===== src/rtl/sme_pkg.sv =====
// Shared widths and the engine state type for the serial memory bus slave.
package sme_pkg;
    localparam int BYTE_W = 8;                        // bits per bus byte
    localparam int TYPE_W = 4;                        // type-code field width
    localparam int BLK_W  = BYTE_W - TYPE_W - 1;      // block bits in select byte
    localparam int IDX_W  = $clog2(BYTE_W);           // bit index width
    localparam int CNT_W  = $clog2(BYTE_W + 1);       // counts data bits plus ack slot

    typedef enum logic [2:0] {
        ST_IDLE,   // no transfer in progress
        ST_SEL,    // receiving select byte
        ST_ADDR,   // receiving word address
        ST_WR,     // receiving write data
        ST_RD,     // transmitting read data
        ST_SKIP    // not addressed, wait for next start
    } eng_state_t;
endpackage


===== src/rtl/sme_sync.sv =====
// Line synchroniser and bus-condition detector.
// Brings both bus lines into the clk domain through STAGES flops, keeps one
// more delayed copy, and flags clock edges and start/stop conditions.
// Assumes clk runs at least 8x the bus bit rate, so a condition lasts several cycles.
module sme_sync #(
    parameter int STAGES = 2
) (
    input  logic clk,
    input  logic rst_n,
    input  logic scl_i,
    input  logic sda_i,
    output logic scl_lvl,
    output logic sda_lvl,
    output logic scl_rise,
    output logic scl_fall,
    output logic start_p,
    output logic stop_p
);
    logic [STAGES:0] scl_pipe;
    logic [STAGES:0] sda_pipe;
    logic            scl_prev;
    logic            sda_prev;

    // Shift both lines through the synchroniser; idle bus level is high.
    always_ff @(posedge clk) begin
        if (!rst_n) begin
            scl_pipe <= '1;
            sda_pipe <= '1;
        end else begin
            scl_pipe <= {scl_pipe[STAGES-1:0], scl_i};
            sda_pipe <= {sda_pipe[STAGES-1:0], sda_i};
        end
    end

    // Decode edges and conditions from the current and previous samples.
    always_comb begin
        scl_lvl  = scl_pipe[STAGES-1];
        sda_lvl  = sda_pipe[STAGES-1];
        scl_prev = scl_pipe[STAGES];
        sda_prev = sda_pipe[STAGES];
        scl_rise = scl_lvl & ~scl_prev;
        scl_fall = ~scl_lvl & scl_prev;
        start_p  = scl_lvl & scl_prev & sda_prev & ~sda_lvl;
        stop_p   = scl_lvl & scl_prev & ~sda_prev & sda_lvl;
    end

    // a condition needs the clock high on both samples.
    a_r1_cond_clock_high: assert property (@(posedge clk) disable iff (!rst_n)
        (start_p || stop_p) |-> (scl_lvl && !scl_rise));
endmodule


===== src/rtl/sme_shift.sv =====
// Byte shifter: collects received bits MSB first and holds the byte being sent.
// The received byte including the bit on the line is offered combinationally,
// so the controller can decide on the same edge that samples the last bit.
module sme_shift
    import sme_pkg::*;
(
    input  logic              clk,
    input  logic              rst_n,
    input  logic              shift_en,
    input  logic              sda_lvl,
    input  logic              tx_load,
    input  logic [BYTE_W-1:0] tx_data,
    input  logic [IDX_W-1:0]  tx_idx,
    output logic [BYTE_W-1:0] rx_byte,
    output logic              tx_bit
);
    logic [BYTE_W-1:0] rx_q;
    logic [BYTE_W-1:0] tx_q;

    // Receive shift register, MSB arrives first.
    always_ff @(posedge clk) begin
        if (!rst_n)        rx_q <= '0;
        else if (shift_en) rx_q <= {rx_q[BYTE_W-2:0], sda_lvl};
    end

    // Transmit holding register, loaded once per read byte.
    always_ff @(posedge clk) begin
        if (!rst_n)       tx_q <= '0;
        else if (tx_load) tx_q <= tx_data;
    end

    // Expose the byte as it will be after the current bit and the selected tx bit.
    always_comb begin
        rx_byte = {rx_q[BYTE_W-2:0], sda_lvl};
        tx_bit  = tx_q[tx_idx];
    end
endmodule


===== src/rtl/sme_drive.sv =====
// Open-drain data-line driver with hold delay.
// A request made at a detected clock fall is applied HOLD_CLKS cycles later,
// keeping data-line changes inside the clock low phase. Start and stop
// release the line at once. Assumes the clock low phase exceeds the delay.
module sme_drive #(
    parameter int HOLD_CLKS = 1
) (
    input  logic clk,
    input  logic rst_n,
    input  logic scl_lvl,
    input  logic req,
    input  logic nxt,
    input  logic rel,
    output logic sda_oe
);
    localparam int HW = (HOLD_CLKS < 2) ? 1 : $clog2(HOLD_CLKS);

    logic          pend;
    logic          val;
    logic [HW-1:0] cnt;

    // Hold the requested level until the delay expires, then drive it.
    always_ff @(posedge clk) begin
        if (!rst_n) begin
            sda_oe <= 1'b0;
            pend   <= 1'b0;
            val    <= 1'b0;
            cnt    <= '0;
        end else if (rel) begin
            sda_oe <= 1'b0;
            pend   <= 1'b0;
        end else if (req) begin
            pend <= 1'b1;
            val  <= nxt;
            cnt  <= HW'(HOLD_CLKS - 1);
        end else if (pend) begin
            if (cnt == '0) begin
                sda_oe <= val;
                pend   <= 1'b0;
            end else begin
                cnt <= cnt - 1'b1;
            end
        end
    end

    // the drive level moves only while the synchronised clock is low.
    a_r9_change_when_low: assert property (@(posedge clk) disable iff (!rst_n)
        (sda_oe != $past(sda_oe)) |-> !scl_lvl);
    // a drive update never lands on the cycle of its request.
    a_r9_not_same_cycle: assert property (@(posedge clk) disable iff (!rst_n)
        (req && !rel) |=> $stable(sda_oe));
endmodule


===== src/rtl/sme_ctrl.sv =====
// Transfer controller: tracks bit position, decodes select and address bytes,
// schedules acknowledges and read bits, and issues back-end strobes.
// Assumes one clk-domain event per cycle from sme_sync (edges and conditions
// are mutually exclusive) and a back end that updates rd_data_i within the
// clock high phase that follows rd_ack_o.
module sme_ctrl
    import sme_pkg::*;
#(
    parameter logic [TYPE_W-1:0] TYPE_CODE = 4'b1010
) (
    input  logic              clk,
    input  logic              rst_n,
    input  logic              scl_rise,
    input  logic              scl_fall,
    input  logic              start_p,
    input  logic              stop_p,
    input  logic              sda_lvl,
    input  logic              sda_oe,
    input  logic              busy_i,
    input  logic [BYTE_W-1:0] rx_byte,
    input  logic [BYTE_W-1:0] rd_data_i,
    input  logic              tx_bit,
    output logic              shift_en,
    output logic              tx_load,
    output logic [IDX_W-1:0]  tx_idx,
    output logic              drv_req,
    output logic              drv_nxt,
    output logic              drv_rel,
    output logic              hdr_stb,
    output logic [BLK_W-1:0]  blk,
    output logic              rnw,
    output logic              waddr_stb,
    output logic              wdata_stb,
    output logic [BYTE_W-1:0] byte_q,
    output logic              rd_ack,
    output logic              rd_nak,
    output logic              stop_stb
);
    localparam logic [CNT_W-1:0] ACK_SLOT = CNT_W'(BYTE_W);
    localparam logic [CNT_W-1:0] LAST_BIT = CNT_W'(BYTE_W - 1);

    eng_state_t       st;
    logic [CNT_W-1:0] bitcnt;
    logic             ack_due;
    logic             active_rise;
    logic             byte_done;
    logic             slot_rise;
    logic             type_ok;

    // Classify the current rising edge.
    always_comb begin
        active_rise = scl_rise && (st != ST_IDLE) && !start_p && !stop_p;
        byte_done   = active_rise && (bitcnt == LAST_BIT);
        slot_rise   = active_rise && (bitcnt == ACK_SLOT);
        type_ok     = (rx_byte[BYTE_W-1 -: TYPE_W] == TYPE_CODE);
        shift_en    = active_rise && (bitcnt < ACK_SLOT);
    end

    // Bit position, transfer state, acknowledge scheduling and strobes.
    always_ff @(posedge clk) begin
        if (!rst_n) begin
            st        <= ST_IDLE;
            bitcnt    <= '0;
            ack_due   <= 1'b0;
            hdr_stb   <= 1'b0;
            blk       <= '0;
            rnw       <= 1'b0;
            waddr_stb <= 1'b0;
            wdata_stb <= 1'b0;
            byte_q    <= '0;
            rd_ack    <= 1'b0;
            rd_nak    <= 1'b0;
            stop_stb  <= 1'b0;
        end else begin
            hdr_stb   <= 1'b0;
            waddr_stb <= 1'b0;
            wdata_stb <= 1'b0;
            rd_ack    <= 1'b0;
            rd_nak    <= 1'b0;
            stop_stb  <= 1'b0;
            if (start_p) begin
                st      <= ST_SEL;
                bitcnt  <= '0;
                ack_due <= 1'b0;
            end else if (stop_p) begin
                st       <= ST_IDLE;
                bitcnt   <= '0;
                ack_due  <= 1'b0;
                stop_stb <= 1'b1;
            end else if (slot_rise) begin
                bitcnt  <= '0;
                ack_due <= 1'b0;
                if (st == ST_RD && !ack_due) begin
                    if (sda_lvl) begin
                        rd_nak <= 1'b1;
                        st     <= ST_SKIP;
                    end else begin
                        rd_ack <= 1'b1;
                    end
                end
            end else if (active_rise) begin
                bitcnt <= bitcnt + 1'b1;
                if (byte_done) begin
                    case (st)
                        ST_SEL: begin
                            if (type_ok && !busy_i) begin
                                ack_due <= 1'b1;
                                hdr_stb <= 1'b1;
                                blk     <= rx_byte[BLK_W:1];
                                rnw     <= rx_byte[0];
                                st      <= rx_byte[0] ? ST_RD : ST_ADDR;
                            end else begin
                                st <= ST_SKIP;
                            end
                        end
                        ST_ADDR: begin
                            ack_due   <= 1'b1;
                            waddr_stb <= 1'b1;
                            byte_q    <= rx_byte;
                            st        <= ST_WR;
                        end
                        ST_WR: begin
                            ack_due   <= 1'b1;
                            wdata_stb <= 1'b1;
                            byte_q    <= rx_byte;
                        end
                        default: ;
                    endcase
                end
            end
        end
    end

    // Choose the data-line level for the coming low phase at each clock fall.
    always_comb begin
        drv_rel = start_p || stop_p;
        drv_req = scl_fall && (st != ST_IDLE);
        tx_load = scl_fall && (st == ST_RD) && (bitcnt == '0);
        tx_idx  = IDX_W'(BYTE_W - 1) - bitcnt[IDX_W-1:0];
        if (bitcnt == ACK_SLOT)
            drv_nxt = ack_due;
        else if (st == ST_RD && bitcnt == '0)
            drv_nxt = ~rd_data_i[BYTE_W-1];
        else if (st == ST_RD)
            drv_nxt = ~tx_bit;
        else
            drv_nxt = 1'b0;
    end

    // a wrong type code sends the transfer to the ignore state.
    a_r2_bad_type_skips: assert property (@(posedge clk) disable iff (!rst_n)
        (byte_done && st == ST_SEL && !type_ok) |=> (st == ST_SKIP && !ack_due));
    // busy blocks the select acknowledge and the header strobe.
    a_r5_busy_no_ack: assert property (@(posedge clk) disable iff (!rst_n)
        (byte_done && st == ST_SEL && busy_i) |=> (!ack_due && !hdr_stb));
    // the line is held low when the master samples an acknowledge.
    a_r4_ack_driven: assert property (@(posedge clk) disable iff (!rst_n)
        (slot_rise && ack_due) |-> sda_oe);
    // start always restarts byte counting in select state.
    a_r10_start_restarts: assert property (@(posedge clk) disable iff (!rst_n)
        start_p |=> (bitcnt == '0 && st == ST_SEL && !ack_due));
    // back-end strobes never overlap.
    a_r6_strobe_onehot: assert property (@(posedge clk) disable iff (!rst_n)
        $onehot0({hdr_stb, waddr_stb, wdata_stb, rd_ack, rd_nak, stop_stb}));
    // once ignoring, no byte is strobed.
    a_r2_skip_quiet: assert property (@(posedge clk) disable iff (!rst_n)
        (st == ST_SKIP && $past(st) == ST_SKIP) |-> !(hdr_stb || waddr_stb || wdata_stb || rd_ack));
    // the bit position never passes the acknowledge slot.
    a_r4_count_range: assert property (@(posedge clk) disable iff (!rst_n)
        bitcnt <= ACK_SLOT);
endmodule


===== src/rtl/sme_engine.sv =====
// Serial memory bus slave engine, top level.
// Joins the synchroniser, byte shifter, controller and open-drain driver.
// Assumes an external back end holds the memory and address pointer, and
// that clk is at least 8x the bus bit rate.
module sme_engine
    import sme_pkg::*;
#(
    parameter int                SYNC_STAGES = 2,
    parameter int                HOLD_CLKS   = 1,
    parameter logic [TYPE_W-1:0] TYPE_CODE   = 4'b1010
) (
    input  logic              clk,
    input  logic              rst_n,
    input  logic              scl_i,
    input  logic              sda_i,
    output logic              sda_oe_o,
    input  logic              busy_i,
    input  logic [BYTE_W-1:0] rd_data_i,
    output logic              hdr_stb_o,
    output logic [BLK_W-1:0]  blk_o,
    output logic              rnw_o,
    output logic              waddr_stb_o,
    output logic              wdata_stb_o,
    output logic [BYTE_W-1:0] byte_o,
    output logic              rd_ack_o,
    output logic              rd_nak_o,
    output logic              stop_o
);
    logic              scl_lvl, sda_lvl, scl_rise, scl_fall, start_p, stop_p;
    logic              shift_en, tx_load, tx_bit;
    logic [IDX_W-1:0]  tx_idx;
    logic [BYTE_W-1:0] rx_byte;
    logic              drv_req, drv_nxt, drv_rel;

    sme_sync #(.STAGES(SYNC_STAGES)) u_sync (
        .clk(clk), .rst_n(rst_n), .scl_i(scl_i), .sda_i(sda_i),
        .scl_lvl(scl_lvl), .sda_lvl(sda_lvl), .scl_rise(scl_rise),
        .scl_fall(scl_fall), .start_p(start_p), .stop_p(stop_p)
    );

    sme_shift u_shift (
        .clk(clk), .rst_n(rst_n), .shift_en(shift_en), .sda_lvl(sda_lvl),
        .tx_load(tx_load), .tx_data(rd_data_i), .tx_idx(tx_idx),
        .rx_byte(rx_byte), .tx_bit(tx_bit)
    );

    sme_ctrl #(.TYPE_CODE(TYPE_CODE)) u_ctrl (
        .clk(clk), .rst_n(rst_n), .scl_rise(scl_rise), .scl_fall(scl_fall),
        .start_p(start_p), .stop_p(stop_p), .sda_lvl(sda_lvl), .sda_oe(sda_oe_o),
        .busy_i(busy_i), .rx_byte(rx_byte), .rd_data_i(rd_data_i), .tx_bit(tx_bit),
        .shift_en(shift_en), .tx_load(tx_load), .tx_idx(tx_idx),
        .drv_req(drv_req), .drv_nxt(drv_nxt), .drv_rel(drv_rel),
        .hdr_stb(hdr_stb_o), .blk(blk_o), .rnw(rnw_o),
        .waddr_stb(waddr_stb_o), .wdata_stb(wdata_stb_o), .byte_q(byte_o),
        .rd_ack(rd_ack_o), .rd_nak(rd_nak_o), .stop_stb(stop_o)
    );

    sme_drive #(.HOLD_CLKS(HOLD_CLKS)) u_drive (
        .clk(clk), .rst_n(rst_n), .scl_lvl(scl_lvl), .req(drv_req),
        .nxt(drv_nxt), .rel(drv_rel), .sda_oe(sda_oe_o)
    );
endmodule


===== config.mk =====
export PLATFORM = sky130hd
export DESIGN_NAME = sme_engine
export DESIGN_NICKNAME = d
export VERILOG_FILES = /design/src/rtl/sme_pkg.sv /design/src/rtl/sme_sync.sv /design/src/rtl/sme_shift.sv /design/src/rtl/sme_drive.sv /design/src/rtl/sme_ctrl.sv /design/src/rtl/sme_engine.sv
export SDC_FILE = /design/constraint.sdc
export NUM_CORES = 1
export LEC_CHECK = 0
export ABC_AREA = 1
export ABC_CLOCK_PERIOD_IN_PS = 4070
export BUFFER_PORTS_ARGS = -buffer_cell sky130_fd_sc_hd__clkbuf_2
export CORE_ASPECT_RATIO = 0.6
export CORE_MARGIN = 10
export CORE_UTILIZATION = 45
export CTS_CLUSTER_DIAMETER = 30
export DETAILED_ROUTE_END_ITERATION = 6
export PLACE_DENSITY = 0.76
export REMOVE_ABC_BUFFERS = 1
export SETUP_SLACK_MARGIN = 0.02
export SLEW_MARGIN = 20
export SYNTH_ARGS = -nofsm -noshare
export SYNTH_HDL_FRONTEND = slang
export SYNTH_SLANG_ARGS = --single-unit

===== constraint.sdc =====
create_clock -name clk -period 4.07 [get_ports clk]
set_input_delay 0.6105 -clock clk [delete_from_list [all_inputs] [get_ports clk]]
set_output_delay 0.6105 -clock clk [all_outputs]
set_load 0.01 [all_outputs]

* After elaboration in Yosys (flattened, before gate mapping)
Cells that the tools add are included.
Word-level totals: register bits after elaboration 51, input port bits 13, word-level logic and storage cells 134
Cells by class: add/sub/neg operators 3, order comparisons 2, eq/ne operators 12, muxes and demuxes 29, bitwise operators 24, reductions and logical operators 43
Operators by type and width (count):
- $mux 3 | 7
- $mux 1 | 19
- $not 1->1 | 17
- $logic_and 1x1->1 | 12
- $reduce_and 5->1 | 2
- $eq 4x4->1 const B | 2
- $ne 4x2->1 const B | 2
- $reduce_bool 2->1 | 4
- $reduce_bool 4->1 | 2
- $and 1x1->1 | 7
- $reduce_and 7->1 | 1
- $reduce_or 7->1 | 1
- $eq 3x2->1 const B | 2
- $pmux 3 s2 | 1
- $reduce_and 6->1 | 1
- $reduce_bool 3->1 | 2
- $reduce_or 2->1 | 3
- $reduce_or 6->1 | 1
- $reduce_bool 5->1 | 1
- $reduce_or 5->1 | 1
- $add 4x1->4 const B | 1
- $eq 4x3->1 const B | 1
- $logic_not 1->1 | 4
- $logic_not 4->1 | 1
- other kinds (16) | 18

* Longest topological paths before layout
Gate-level depths: netlist (run 1).
depth in word-level cells 12, gate-level depth with buffers 11

* By module
From an unflattened synthesis (run 1), not the netlist that was laid out.
Unflattened totals: cell total of the unflattened synthesis 297, area, all modules 2202.1 um^2
Modules (own cells, without submodules):
- sme_ctrl | instances 1, cells an instance 167, area an instance 1252.5 um^2, seq. area each 520.5 um^2
- sme_shift | instances 1, cells an instance 85, area an instance 623.1 um^2, seq. area each 300.3 um^2
- sme_sync | instances 1, cells an instance 27, area an instance 198.9 um^2, seq. area each 120.1 um^2
- sme_drive | instances 1, cells an instance 18, area an instance 127.6 um^2, seq. area each 60.1 um^2

* Worst setup path before layout (run 1)
Ideal clock, no wire load.
path kind reg-to-reg, start point register u_ctrl.bitcnt[0], end point register u_shift.tx_q[1], setup time 0.119 ns, arrival time 1.393 ns, path slack 2.558 ns, stages on the path, launching flop included 9, path buffers 1, path through dfxtp_1 > inv_2 > ha_1 > nand3_1 > nor3_2 > inv_2 > buf_6 > o21ai_0 > a21oi_1
Between the ends: longest elaborated chain between the ends 2
Ends and longest elaborated chain:
- start: declaration | RTL line sme_ctrl.sv:43 | logic [CNT_W-1:0] bitcnt;
- start signal: assignment | RTL line sme_ctrl.sv:102 | bitcnt <= bitcnt + 1'b1;
- $logic_not 4->1 | RTL line sme_ctrl.sv:138 | tx_load = scl_fall && (st == ST_RD) && (bitcnt == '0);
- $logic_and 1x1->1 | RTL line sme_ctrl.sv:138
- end signal: assignment | RTL line sme_shift.sv:29 | else if (tx_load) tx_q <= tx_data;
- end: declaration | RTL line sme_shift.sv:18 | logic [BYTE_W-1:0] tx_q;
Every way passes these cells. A chain may end at the register's enable or synchronous reset.

* Final worst setup path (run 1)
Same ends and word-level chain as after synthesis.

==> results of run 1 <==
cell families after synthesis:
group / after synthesis / synth area share
xor gates and xnor gates: 1 / 0.00407
buffers and inverters: 50 / 0.100
adders and majority gates: 2 / 0.0116
DFF: 50 / 0.465
AOI/OAI and AO/OA: 52 / 0.129
and+or+nand+nor: 134 / 0.290
Yosys cell counts:
| cell | instances | area (um^2) |
|---|---|---|
| a211oi_1 | 1 | 7.51 |
| a21boi_0 | 1 | 7.51 |
| a21oi_1 | 27 | 135 |
| a21oi_4 | 1 | 16.3 |
| buf_2 | 1 | 5.00 |
| buf_4 | 1 | 7.51 |
| buf_6 | 1 | 11.3 |
| buf_8 | 1 | 15.0 |
| clkbuf_1 | 3 | 11.3 |
| clkinv_2 | 1 | 5.00 |
| dfxtp_1 | 50 | 1000 |
| ha_1 | 2 | 25.0 |
| inv_1 | 35 | 131 |
| inv_2 | 6 | 22.5 |
| inv_4 | 1 | 6.26 |
| nand2_1 | 58 | 218 |
| nand2_2 | 4 | 25.0 |
| nand2_4 | 2 | 22.5 |
| nand3_1 | 18 | 90.1 |
| nand3_2 | 3 | 30.0 |
| nand4_1 | 2 | 12.5 |
| nor2_1 | 33 | 124 |
| nor2_2 | 1 | 6.26 |
| nor2_4 | 3 | 33.8 |
| nor3_1 | 4 | 20.0 |
| nor3_2 | 1 | 10.0 |
| nor3b_1 | 1 | 7.51 |
| o21ai_0 | 19 | 95.1 |
| o21ai_1 | 3 | 15.0 |
| or2_2 | 4 | 25.0 |
| xor2_1 | 1 | 8.76 |
power by group:
group	internal, mW	switching [mW]
Sequential	0.493	0.00282
Combinational	0.0115	0.0224
Clock	0.121	0.163
Total	0.625	0.189
registers in the layout, indices dropped and copies added (netlist names), 3 cells and up:
register / flops
u_sync.scl_pipe: 3
u_sync.sda_pipe: 3
u_ctrl.st: 3
u_shift.tx_q: 8
u_ctrl.blk: 3
u_ctrl.bitcnt: 4
u_ctrl.byte_q: 8
u_shift.rx_q: 7
layout make-up:
class / count / area [um^2] / share of cell area
repair buffers: 31 / 155 / 0.0640
clock buffers: 5 / 68.8 / 0.0284
inverters: 43 / 165 / 0.0681
flip-flops and latches: 50 / 1000 / 0.413
multi-input cells: 189 / 935 / 0.385
well taps: 63 / 78.8 / 0.0325
clock inverters: 3 / 21.3 / 0.00877
how the worst max path moves through the flow:
stage,to,cells after the start
3_3_place_gp,u_ctrl.hdr_stb,5
3_5_place_dp,u_ctrl.hdr_stb,5
5_1_grt,u_shift.tx_q[1],7
6_report,u_shift.tx_q[1],7
4_1_cts,u_shift.tx_q[1],7
2_1_floorplan,u_shift.tx_q[0],7
metal layers:
layer / vias to the layer above / wire, um / global-route usage / share of wire
li1: 976 / - / - / -
met1: 856 / 2260 / 0.171 / 0.48
met2: 72 / 1950 / 0.171 / 0.42
met3: 6 / 441 / 0.0419 / 0.094
met4: 0 / 39 / 0.0402 / 0.0083
met5: - / 0 / 0 / 0
==> qor.txt, run 1 <==
status: complete, no violations
crit path capture type: flop
CP cell instances: inv_2, ha_1, nand3_1, nor3_2, inv_2, o21ai_0, a21oi_1
root buf cell: clkbuf_8
Syn Std Cell Area: 0.00215 mm^2
most used cell, CP: inv_2
DR vias/cell: 4.97
placed cells: 376
most frequent cells in the layout: nand2_1, dfxtp_1, inv_1
post-DP HPWL: 3.53 mm
Final Max Tran Viols: 0
total of warnings raised by yosys: 0
DR WL/cell: 12.2 um
worst hold margin: 0.420 ns
total negative setup slack: 0 ns
Worst Min Path Start: u_sync.sda_pipe[0]
Worst Path Buf+Inv: 2
GRT Overall Usage: 0.123
Final Cell Area: 0.00242 mm^2
fin util: 0.528
via count: 1910
die area: 0.00804 mm^2
Pleak: 1.08 nW
first-pass GRT wire length: 7.82 mm
FF-to-FF setup slack: 2.30 ns
IO Count: 32
CP arrival: 1.96 ns
post-CTS sizing: 0
DP Area: 0.00233 mm^2
number of remaining DRC errors: 0
Synth Register Bits: 50
Crit Path Class: reg -> reg
Hold Vio Cnt, Final: 0
maximum vdd drop: 0.172 mV
fin nets: 335
Finished Layout Cells: 384
post-synth cell types: 31
DRT Wirelength: 4.69 mm
starting density of the core: 0.469
layout filler cell count: 445
htree depth: 2
CP startpoint kind: flop
GPL Wtd Cong: 0.888
Worst Path Max Fanout: 11
pre-CTS setup slack: 2.03 ns
Die X: 109 um
Antenna Nets Post-Route: 0
r2r startpoint: u_ctrl.bitcnt[0]
Hold Crit Endpoint: u_sync.sda_pipe[1]
Final Total Pwr: 0.814 mW
GRT overflow: 0
Final Cycle Share: 0.435
Seq/Total Area, Yosys: 0.465
Clock Pin Slew Worst Setup and Hold Paths: 0.09 ns
DRT iter0 DRCs: 131
initial antenna violation count: 0
Site Rows: 19
HP Class: reg -> reg
cell depth of the worst flop-to-flop path: 7
Tmin final: 1.77 ns
total CTS buffers: 5
Tightest Pin Transition: 0.551 ns
commonest non-fill, non-tap cell in the layout: nand2_1
largest net degree at the start of global routing: 30
Max-cap violations: 0
RSZ-0062 raised after global routing: false
layout cell share with drive strength beyond 1: 0.206
total core area: 0.00459 mm^2
Die Ht: 73.6 um
Worst path top cell family by delay: simple AND/OR/NAND/NOR gates
clk sinks: 50
vias in the first global route: 1624
FF-to-FF End: u_shift.tx_q[1]
final worst setup slack: 2.30 ns
Power Density: 336 mW/mm^2
Final Skew: 0.00427 ns
P&R area growth vs syn: 12.7%
Clock Path Buffers: 2
Crit-path slowest cell: dfxtp_1
TritonCTS clock tree: done
Critical Path Max Stage Delay: 0.41 ns
first drt pass iteration count: 5
Data required, critical path: 4.27 ns
Fmax: 0.565 GHz
buffer count from post-CTS setup fixing: 0
worst setup path start: u_ctrl.bitcnt[0]
Synth Instances: 289
Setup violations, final: 0
hold depth: 1
Post-Syn Area per Cell: 7.44 um^2
# diodes: 0
hold buffers post-CTS: 0
slew margin rel.: 0.633
clock latency on the worst-skew pair: 0.30 ns
IO buf count: 31
(Power assumes the default switching activity.)
==> run 2: changes to the inputs <==
Settings changed: ABC_AREA 1 to 0, ABC_CLOCK_PERIOD_IN_PS 4070 to 1800.
Clock period 4.07 ns to 1.8 ns, I/O delays scaled along.
==> run 2 against run 1 <==
Worst hold slack got worse by 0.28 ns; register-to-register slack got worse by 2.3 ns; critical endpoint is now u_ctrl.st[2]; synthesized cell count is 20% lower; power up 130%; clock skew rose by 0.0010 ns.
==> qor.txt, run 2 <==
status: complete, no violations
htree depth: 2 (unchanged)
pre-CTS setup slack: -0.0115 ns (-2.04 ns)
count leader, synth: dfxtp_1
Critical Path Max Stage Delay: 0.56 ns (+0.15 ns)
CP arrival: 2.00 ns (+0.04 ns)
GRT overflow: 0 (unchanged)
P&R area growth vs syn: 24.2%
FF-to-FF setup slack: 0.05 ns (-2.26 ns)
Max-cap violations: 0 (unchanged)
die area: 0.00812 mm^2 (+0.99%)
final worst setup slack: 0.0459 ns (-2.26 ns)
total CTS buffers: 5 (unchanged)
GPL Wtd Cong: 0.942 (+6.1%)
post-synth cell types: 49 (+58%)
IO Count: 32 (unchanged)
layout cell share with drive strength beyond 1: 0.325 (+0.119)
Tightest Pin Transition: 0.514 ns (-0.0367 ns)
Hold Vio Cnt, Final: 0 (unchanged)
HP Class: in -> reg
Pleak: 1.09 nW (+0.98%)
Synth top cells by count: dfxtp_1, nand2_1, mux2i_1, nor2_1
fin nets: 297 (-11%)
via count: 1791 (-6.2%)
maximum vdd drop: 0.360 mV (+110%)
largest net degree at the start of global routing: 28 (-6.7%)
DRT iter0 DRCs: 157 (+20%)
Sw Ratio: 0.224 (-0.00800)
Setup violations, final: 0 (unchanged)
Syn Std Cell Area: 0.00218 mm^2 (+1.3%)
crit path capture type: flop
Crit-path slowest cell: or4b_1
most frequent cells in the layout: dfxtp_1, clkbuf_2, buf_4
worst hold margin: 0.140 ns (-0.281 ns)
Final Max Tran Viols: 0 (unchanged)
Clock Path Buffers: 2 (unchanged)
hold buffers post-CTS: 0 (unchanged)
total of warnings raised by yosys: 0 (unchanged)
Data required, critical path: 2.05 ns (-2.22 ns)
Die Ht: 73.9 um (+0.47%)
Synth Register Bits: 50 (unchanged)
post-DP HPWL: 3.85 mm (+9.0%)
first drt pass iteration count: 4 (-1)
Seq pwr share: 0.592 (-0.017)
post-synth top area share: 0.460 (-0.00588)
Fmax: 0.570 GHz (+0.83%)
first-pass GRT wire length: 8.46 mm (+8.2%)
initial antenna violation count: 0 (unchanged)
Site Rows: 19 (unchanged)
Tmin final: 1.75 ns (-0.0145 ns)
DR WL/cell: 14.7 um (+21%)
Finished Layout Cells: 346 (-9.9%)
vias in the first global route: 1709 (+5.2%)
Power Density: 699 mW/mm^2 (+110%)
Seq/Total Area, Yosys: 0.460 (-0.00588)
root buf cell: clkbuf_8
Antenna Nets Post-Route: 0 (unchanged)
starting density of the core: 0.470 (+0.00113)
clock latency on the worst-skew pair: 0.30 ns (about the same)
EDFF count, synth: 0 (unchanged)
Int Pwr: 1.47 mW (+130%)
IO buf count: 31 (unchanged)
Post-Syn Area per Cell: 9.47 um^2 (+27%)
CP cell instances: or4b_1, a211oi_2, o2111a_1, o21ba_1
Synth Instances: 230 (-20%)
Final Cycle Share: 0.974 (+0.540)
RSZ-0062 raised after global routing: true
Clock Pin Slew Worst Setup and Hold Paths: 0.09 ns (about the same)
Worst path top cell family by delay: compound AO/OA/AOI/OAI gates
TritonCTS clock tree: done
Logic pwr share: 0.055 (+0.013)
Die X: 110 um (+0.52%)
placed cells: 337 (-10%)
Worst Path Buf+Inv: 0 (-2)
Top Registers: u_ctrl.byte_q x8, u_shift.tx_q x8, u_shift.rx_q x7
total core area: 0.00464 mm^2 (+1.0%)
# diodes: 0 (unchanged)
GRT Overall Usage: 0.131 (+0.00820)
commonest non-fill, non-tap cell in the layout: dfxtp_1
DRT Wirelength: 5.10 mm (+8.7%)
Final Skew: 0.00527 ns (+0.00100 ns)
DR vias/cell: 5.18 (+4.1%)
clk sinks: 50 (unchanged)
net switching power: 0.423 mW (+120%)
ys async rst share: 0 (unchanged)
Worst Path Max Fanout: 5 (-6)
cell taking the most area after synthesis: dfxtp_1
Synth Flop Type: dfxtp_1
CP startpoint kind: flop
slew margin rel.: 0.655 (+0.0223)
ranking of synthesized cells by area: dfxtp_1, mux2i_1, nand2_1
number of remaining DRC errors: 0 (unchanged)
Crit Path Class: reg -> reg
Clock power frac: 0.352 (+0.003)
[run 2: changes by cell type in the layout (fill, tap and decap cells not counted), moves of 4 or more]
cell,change
inv_2,-6
inv_1,-31
buf_4,+28
a21oi_1,-19
nand2b_1,+10
mux2i_1,+19
dfxtp_1,-4
nand2_1,-32
nor2_1,-15
o21ai_0,-7
or2_2,-4
dfxtp_2,+4
nand2_2,-4
nand3_1,-6
[run 2: final cells by class]
type | count | area (um^2)
well taps | 63 | 78.8
inverters | 7 | 31.3
clock inverters | 1 | 5.00
clock buffers | 7 | 86.3
flip-flops and latches | 50 | 1010
multi-input cells | 159 | 1130
repair buffers | 59 | 365
fillers | 401 | 1930
[run 2: routing by layer]
| layer | routed length, um | global-route usage | share of wire | vias up |
|---|---|---|---|---|
| met5 | 0 | 0 | 0 | - |
| met4 | 46 | 0.0345 | 0.0090 | 0 |
| met3 | 426 | 0.0480 | 0.084 | 5 |
| met2 | 2030 | 0.175 | 0.40 | 52 |
| met1 | 2590 | 0.189 | 0.51 | 828 |
| li1 | - | - | - | 906 |
[run 2: repair_timing]
item	CTS	global route
setup buffers	0	1
gates cloned	0	0
pin swaps	0	1
endpoints found under the setup margin	9	20
resized for setup	2	16
[run 2: cells by family after synthesis]
group,share of synthesized area
AOI/OAI and AO/OA,0.0942
xor gates and xnor gates,0.0161
buffers and inverters,0.0471
and+or+nand+nor,0.258
DFF,0.460
adders and majority gates,0.0115
muxes,0.113
[run 2: path summary, 6_finish.rpt]
| path | start | endpoint | cells after the start |
|---|---|---|---|
| setup / recovery | u_ctrl.st[0] | u_ctrl.st[2] | 4 |
| hold / removal | sda_i | u_sync.sda_pipe[0] | 2 |
| setup reg to reg | u_ctrl.st[0] | u_ctrl.st[2] | 4 |
| hold reg to reg | u_sync.scl_pipe[0] | u_sync.scl_pipe[1] | 1 |
[run 2: power groups by stage]
stage,Clock [mW],Combinational (mW),Sequential (mW)
final,0.666,0.105,1.12
after global routing,0.741,0.116,1.12
after CTS,0.684,0.0995,1.12
after detailed placement,0,0.0993,1.15
after global placement,0,0.0987,1.15
after floorplan,0,0.0404,1.15
[run 2: through the flow]
stage / setup TNS [ns] / power (mW) / utilization / area [um^2]
after detailed placement: -0.0246 / 1.25 / 0.548 / 2540
after global routing: -0.00624 / 1.98 / 0.584 / 2710
after global placement: 0 / 1.24 / 0.548 / 2540
after CTS: 0 / 1.90 / 0.568 / 2630
after floorplan: -0.00113 / 1.19 / - / 2100
final: 0 / 1.89 / 0.584 / 2710
==> run 3: changes to the inputs <==
Settings changed: CORE_UTILIZATION 45 to 55, PLACE_DENSITY 0.76 to 0.88.
==> run 3 against run 2 <==
The flow now finishes with violations (setup timing); clock skew rose by 0.0022 ns; utilization increased by 15 points; sequential power about the same; non-clock buffer count grew 2; cell count decreased by 4.0%; sequential cell count unchanged; worst hold slack better by 0.0026 ns; critical endpoint is now u_shift.tx_q[1]; largest power group unchanged; highest routed layer unchanged.
==> qor.txt, run 3 (synthesis results as in run 2) <==
total negative setup slack: -0.0480 ns (-0.0480 ns)
slew margin rel.: 0.652 (-0.00259)
net switching power: 0.447 mW (+5.6%)
GPL Wtd Cong: 0.991 (+5.2%)
Final Max Tran Viols: 0 (unchanged)
DR vias/cell: 6.01 (+16%)
failing checks: setup timing
Worst Path Max Fanout: 8 (+3)
DRT iter0 DRCs: 275 (+75%)
commonest non-fill, non-tap cell in the layout: dfxtp_1
Top Registers: u_ctrl.byte_q x8, u_shift.tx_q x8, u_shift.rx_q x7
fin nets: 299 (+0.67%)
cell depth of the worst flop-to-flop path: 4 (unchanged)
DR WL/cell: 17.5 um (+19%)
largest net degree at the start of global routing: 25 (-11%)
Clock Pin Slew Worst Setup and Hold Paths: 0.09 ns (about the same)
Crit Path Class: reg -> reg
P&R area growth vs syn: 26.2%
Antenna Nets Post-Route: 0 (unchanged)
worst setup path start: u_ctrl.st[2]
CP arrival: 2.00 ns (about the same)
number of remaining DRC errors: 0 (unchanged)
most frequent cells in the layout: dfxtp_1, clkbuf_2, buf_4
Final Skew: 0.00743 ns (+0.00216 ns)
Die X: 101 um (-7.8%)
HP Class: in -> reg
Power Density: 736 mW/mm^2 (+5.3%)
first-pass GRT wire length: 8.80 mm (+4.0%)
Tmin final: 1.83 ns (+0.0710 ns)
layout filler cell count: 248 (-38%)
GRT Overall Usage: 0.156 (+0.0251)
Max-cap violations: 0 (unchanged)
pre-CTS setup slack: -0.0371 ns (-0.0256 ns)
Pleak: 1.11 nW (+1.3%)
total CTS buffers: 5 (unchanged)
Final Total Pwr: 2.02 mW (+7.0%)
Worst Min Path Start: sda_i
Data required, critical path: 1.98 ns (-0.07 ns)
crit path capture type: flop
Clock power frac: 0.391 (+0.039)
clk sinks: 50 (unchanged)
Setup violations, final: 2 (+2)
die area: 0.00696 mm^2 (-14%)
starting density of the core: 0.582 (+0.112)
# diodes: 0 (unchanged)
Register Area: 0.00101 mm^2 (+0.62%)
first drt pass iteration count: 5 (+1)
r2r startpoint: u_ctrl.st[2]
Hold Crit Endpoint: u_sync.sda_pipe[0]
vias in the first global route: 1788 (+4.6%)
IO buf count: 31 (unchanged)
Logic pwr share: 0.056 (about the same)
IO Count: 32 (unchanged)
FF-to-FF End: u_shift.tx_q[1]
DRT Wirelength: 5.82 mm (+14%)
maximum vdd drop: 0.432 mV (+20%)
RSZ-0062 raised after global routing: true
Sw Ratio: 0.221 (-0.00300)
Die Ht: 68.8 um (-7.0%)
hold depth: 2 (unchanged)
via count: 1995 (+11%)
root buf cell: clkbuf_8
Hold Vio Cnt, Final: 0 (unchanged)
initial antenna violation count: 0 (unchanged)
clock latency on the worst-skew pair: 0.30 ns (about the same)
TritonCTS clock tree: done
Final Cycle Share: 1.01 (+0.0395)
Site Rows: 17 (-2)
FF-to-FF setup slack: -0.03 ns (-0.07 ns)
final worst setup slack: -0.0251 ns (-0.0710 ns)
Clock Path Buffers: 2 (unchanged)
GRT overflow: 0 (unchanged)
htree depth: 2 (unchanged)
status: finished with violations
Seq pwr share: 0.553 (-0.039)
Int Pwr: 1.58 mW (+7.4%)
multi-input logic area: 0.00115 mm^2 (+1.5%)
Tightest Pin Transition: 0.518 ns (+0.00387 ns)
CP startpoint kind: flop
layout cell share with drive strength beyond 1: 0.340 (+0.0153)
Fmax: 0.548 GHz (-3.9%)
post-DP HPWL: 3.82 mm (-0.82%)
total core area: 0.00374 mm^2 (-19%)
[run 3: stage by stage]
step	hold slack (ns)	std cells	utilization	instance area, um^2
detailed placement	0.396	319	0.669	2500
finish	0.142	332	0.735	2750
global route	0.149	332	0.735	2750
global placement	0.391	319	0.669	2500
CTS	0.140	328	0.707	2650
floorplan	0.343	216	-	2100
[run 3: worst max path at each step]
stage                       to  slack, ns  depth (start not counted)
2_1_floorplan   u_ctrl.hdr_stb     -0.001                          5
3_3_place_gp   u_shift.tx_q[3]       0.07                          4
3_5_place_dp   u_shift.tx_q[1]      -0.04                          4
4_1_cts        u_shift.tx_q[1]      0.007                          7
5_1_grt         u_ctrl.hdr_stb      -0.07                          5
6_report       u_shift.tx_q[1]      -0.03                          4
[run 3: critical path, stage by stage (launching register included)]
cell,delay [ns]
dfxtp_2,0.40
or3b_4,0.40
or4_4,0.60
mux2i_2,0.24
nor2_1,0.07
[run 3: repair_timing]
item | 4_1_cts | 5_1_grt
gates resized for setup | 11 | 14
buffers inserted | 1 | 4
endpoints found under the setup margin | 10 | 17
pin swaps | 1 | 4
hold buffers | 0 | 0
[run 3: layout make-up]
cell class	count	area share
timing repair buffer	61	0.141
clock inverter	3	0.0159
tap	47	0.0214
clock buffer	5	0.0250
inverter	7	0.0105
sequential	50	0.368
multi-input combinational	159	0.418
[run 3: per-layer routing]
metal  wire, um  track usage  share of wire
met2       2580        0.229           0.44
met3        575       0.0456          0.099
met5          0            0              0
met1       2550        0.214           0.44
met4        108       0.0536          0.019
[run 3: power groups by stage]
stage	clock, mW	combinational, mW	sequential (mW)
floorplan	0	0.0404	1.15
global placement	0	0.0926	1.15
detailed placement	0	0.0942	1.15
CTS	0.798	0.0956	1.12
global route	0.851	0.124	1.12
finish	0.790	0.114	1.12
